===== src/rtl/cmp_bytematch_unit.sv =====
module cmp_bytematch_unit #(
  parameter int W = 32
) (
  input  logic         clk,
  input  logic         rst_n,
  input  logic         in_valid,
  input  logic [2:0]   op,
  input  logic [W-1:0] opnd_a,
  input  logic [W-1:0] opnd_b,
  input  logic         carry_in,
  output logic [W-1:0] res,
  output logic         out_valid
);
  localparam int LANES = W / 8;
  localparam int IDXW  = $clog2(LANES + 1);

  logic [W-1:0] diff, nxt, lim, bsum;
  logic         msb_ne, cy;
  logic [LANES-1:0] eq;
  logic [IDXW-1:0]  idx;

  assign diff   = opnd_b + ~opnd_a + 1'b1;
  assign msb_ne = opnd_a[W-1] ^ opnd_b[W-1];
  assign lim    = ~opnd_a;
  assign bsum   = opnd_b + {{(W-1){1'b0}}, carry_in};
  assign cy     = (&opnd_b && carry_in) || (lim < bsum);

  for (genvar g = 0; g < LANES; g++) begin : g_lane
    assign eq[g] = opnd_a[W-1-8*g -: 8] == opnd_b[W-1-8*g -: 8];
  end

  always_comb begin
    idx = '0;
    for (int i = LANES - 1; i >= 0; i--)
      if (eq[i]) idx = IDXW'(i + 1);
  end

  always_comb begin
    nxt = '0;
    unique case (op)
      3'd0: nxt = msb_ne ? {opnd_b[W-1], diff[W-2:0]} : diff;
      3'd1: nxt = msb_ne ? {opnd_a[W-1], diff[W-2:0]} : diff;
      3'd2: nxt = {{(W-1){1'b0}}, cy};
      3'd3: nxt = W'(idx);
      default: nxt = '0;
    endcase
  end

  always_ff @(posedge clk) begin
    if (!rst_n) begin
      res       <= '0;
      out_valid <= 1'b0;
    end else begin
      out_valid <= in_valid;
      if (in_valid) res <= nxt;
    end
  end
endmodule


===== config.mk =====
export PLATFORM = sky130hd
export DESIGN_NAME = cmp_bytematch_unit
export DESIGN_NICKNAME = d
export VERILOG_FILES = /design/src/rtl/cmp_bytematch_unit.sv
export SDC_FILE = /design/constraint.sdc
export NUM_CORES = 1
export LEC_CHECK = 0
export ABC_AREA = 1
export BUFFER_PORTS_ARGS = -buffer_cell sky130_fd_sc_hd__buf_2
export CAP_MARGIN = 20
export CORE_MARGIN = 10
export CORE_UTILIZATION = 55
export DETAILED_ROUTE_END_ITERATION = 10
export GPL_TIMING_DRIVEN = 0
export PLACE_DENSITY = 0.88
export SETUP_SLACK_MARGIN = 0.02
export SYNTH_ARGS = -nofsm -noshare
export SYNTH_HDL_FRONTEND = slang
export SYNTH_SLANG_ARGS = --single-unit

===== constraint.sdc =====
create_clock -name clk -period 3 [get_ports clk]
set_input_delay 0.15 -clock clk [delete_from_list [all_inputs] [get_ports clk]]
set_output_delay 0.15 -clock clk [all_outputs]
set_load 0.05 [all_outputs]

==> impl_metrics.env <==
export IMPL_status="complete, no violations"
export IMPL_async_flop_share_pct=0
export IMPL_ys_seq_area_share_pct=14.1
export IMPL_area_growth_syn_to_layout_pct=19.2
export IMPL_max_freq_mhz=338
export IMPL_irDropWorstVdd_v=0.000174
export IMPL_placed_area_um2=5320
export IMPL_fin_nets=1015
export IMPL_synth_area_um2=4680
export IMPL_timing_critical_path_to_type="flop"
export IMPL_htreeDepth=2
export IMPL_layout_drive_gt1_share_pct=17.5
export IMPL_worst_pin_slew_ps=618
export IMPL_synth_top_cell_by_area="ha_1"
export IMPL_ff_latch_area_um2=661
export IMPL_synth_edf_count=0
export IMPL_drt_wl_total_um=14500
export IMPL_clkLatencyLatePin_ps=280
export IMPL_dp_slack_ps=-408
export IMPL_ios=104
export IMPL_fin_crit_sh_pct=98.6
export IMPL_wl_per_cell_um=14.8
export IMPL_antenna_found_initial=0
export IMPL_yosys_warnings=0
export IMPL_relSlewSlack_pct=58.8
export IMPL_skew_ps=0
export IMPL_fp_dieH_um=112
export IMPL_drv_slew=0
export IMPL_cts_num_sinks=33
export IMPL_coreArea_um2=8260
export IMPL_gp_congestion=0.963
export IMPL_dieArea_um2=12600
export IMPL_multi_input_comb_area_um2=3670
export IMPL_cellPowerDensity_nw_per_um2=275
export IMPL_worstPathRequired_ps=3150
export IMPL_numCtsBuffers=5
export IMPL_worst_setup_path_start_kind="primary input"
export IMPL_synth_top_area_share_pct=17.1
export IMPL_cts_root_buffer="clkbuf_8"
export IMPL_port_buffers=103
export IMPL_synthFlopType="dfxtp_1"
export IMPL_path_clk_slew_ps=70
export IMPL_dieWidth_um=112
export IMPL_critical_path_top_delay_family="simple AND/OR/NAND/NOR gates"
export IMPL_min_path_type="primary input to flop"
export IMPL_initial_utilization_pct=56.6
export IMPL_synth_seq_cells=33
export IMPL_cap_violations=0
export IMPL_worst_slack_ps=43.4
export IMPL_overflow=0
export IMPL_final_hold_viol_count=0
export IMPL_worst_setup_path_type="primary input to flop"
export IMPL_grt_max_degree=11
export IMPL_path_max_fanout=4
export IMPL_crit_buf_inv=2
export IMPL_final_util_pct=67.5
export IMPL_clockBufferDepth=2
export IMPL_syn_avg_cell_area_um2=6.18
export IMPL_setup_viol=0
export IMPL_yosysMostFrequentCell="nand2_1"
export IMPL_via_per_inst=5.50
export IMPL_synth_distinct_cells=36
export IMPL_crit_slowest_cell="ha_1"
export IMPL_ys_top_cells_by_count="nand2_1 (176), inv_1 (103), a21oi_1 (90), nor2_1 (77), ha_1 (64)"
export IMPL_synthTopCellsByArea="ha_1 (17%), dfxtp_1 (14%), nand2_1 (14%)"
export IMPL_cts_tree="yes"
export IMPL_max_stage_delay_ps=300
export IMPL_rows=33
export IMPL_postCtsHoldBufs=0
export IMPL_drtIter0Drc=377
export IMPL_hpwl_um=12300
export IMPL_fin_crit_ps=2960
export IMPL_first_pass_iters=5
export IMPL_antenna_cells=0
export IMPL_p_leak_nw=2.80
export IMPL_finish_instance_area_um2=5580
export IMPL_grt_usage_pct=21.9
export IMPL_syn_inst=757
export IMPL_first_global_vias=5299
export IMPL_vias=5409
export IMPL_crit_arrival_ps=3110
export IMPL_fillers=790
export IMPL_finalPower_mw=1.54
export IMPL_rsz0062_at_grt="true"
export IMPL_grt_first_pass_wirelength_um=23800
export IMPL_drc=0
export IMPL_postRouteAntennaNets=0
export IMPL_syn_num_nets=895
## worst paths after layout
check | from | endpoint | slack [ps] | depth (start not counted)
max | carry_in | res[0] | 40 | 27
min | rst_n | out_valid | 60 | 3
max reg2reg | res[1] | res[1] | 2310 | 2
min reg2reg | res[12] | res[12] | 460 | 2
## worst reg2reg max path, cell delays in order (launching register included)
cell     delay (ps)
dfxtp_1         310
a22oi_1         170
a21oi_1          80
## area by class of cell
cell class	count	area share (%)
timing repair buffer	113	11.0
tap	105	2.36
multi-input combinational	613	65.8
sequential	33	11.8
clock inverter	2	0.180
buffer	8	0.539
clock buffer	6	1.30
inverter	103	6.98
## cells in the final DEF, fill, tap and decap left out, types with 4 or more instances in the layout
master      n
nand2_1   171
inv_1     102
buf_2     101
a21oi_1    89
nor2_1     75
ha_1       62
o21ai_0    44
nand3_1    39
dfxtp_1    33
xor2_1     17
nor3_1     15
nand4_1    13
xnor2_1    11
buf_4      10
nand2_2     9
a21o_1      9
clkbuf_1    9
nor2_4      8
nand3b_1    7
clkbuf_8    5
a21boi_0    4
o21bai_1    4
## sequential cells by signal, indices dropped and copies added, names as in the netlist
| name | count |
|---|---|
| out_valid | 1 |
| res | 32 |
## repair_timing
action	4_1_cts	5_1_grt
gates resized for setup	4	20
pin swaps	4	16
buffers inserted	2	8
gates cloned	0	0
endpoints found under the hold margin	0	0
endpoints found under the setup margin	1	1
## logic make-up after synthesis
kind of cell    Yosys count  synth area share, %
flops                    33                 14.1
simple gates            356                 34.6
xor+xnor                 28                 5.24
buf+inv                 111                 8.91
fa+ha+maj                67                 18.4
compound gates          162                 18.7
## report_power, final
| part | switching [mW] | leakage, nW | internal, mW |
|---|---|---|---|
| sequential | 0.00696 | 0.268 | 0.454 |
| combinational | 0.493 | 2.48 | 0.259 |
| clock | 0.161 | 0.0450 | 0.161 |
| total | 0.661 | 2.80 | 0.874 |
## per-layer routing
metal	vias up	share of wire, %	global-route usage [%]
li1	2752	-	-
met5	-	0	0
met2	214	48	38.9
met1	2407	42	26.0
met4	0	2.3	6.94
met3	36	6.8	3.89
## stage by stage
step / cells / TNS (ps) / hold slack (ps)
after floorplan: 757 / 0 / 243
after global placement: 965 / -346 / 350
after detailed placement: 965 / -408 / 352
after CTS: 975 / 0 / 56.9
after global routing: 983 / -156 / 80.7
final: 983 / 0 / 58.4
No activity file was read; power rests on OpenSTA's default activity.
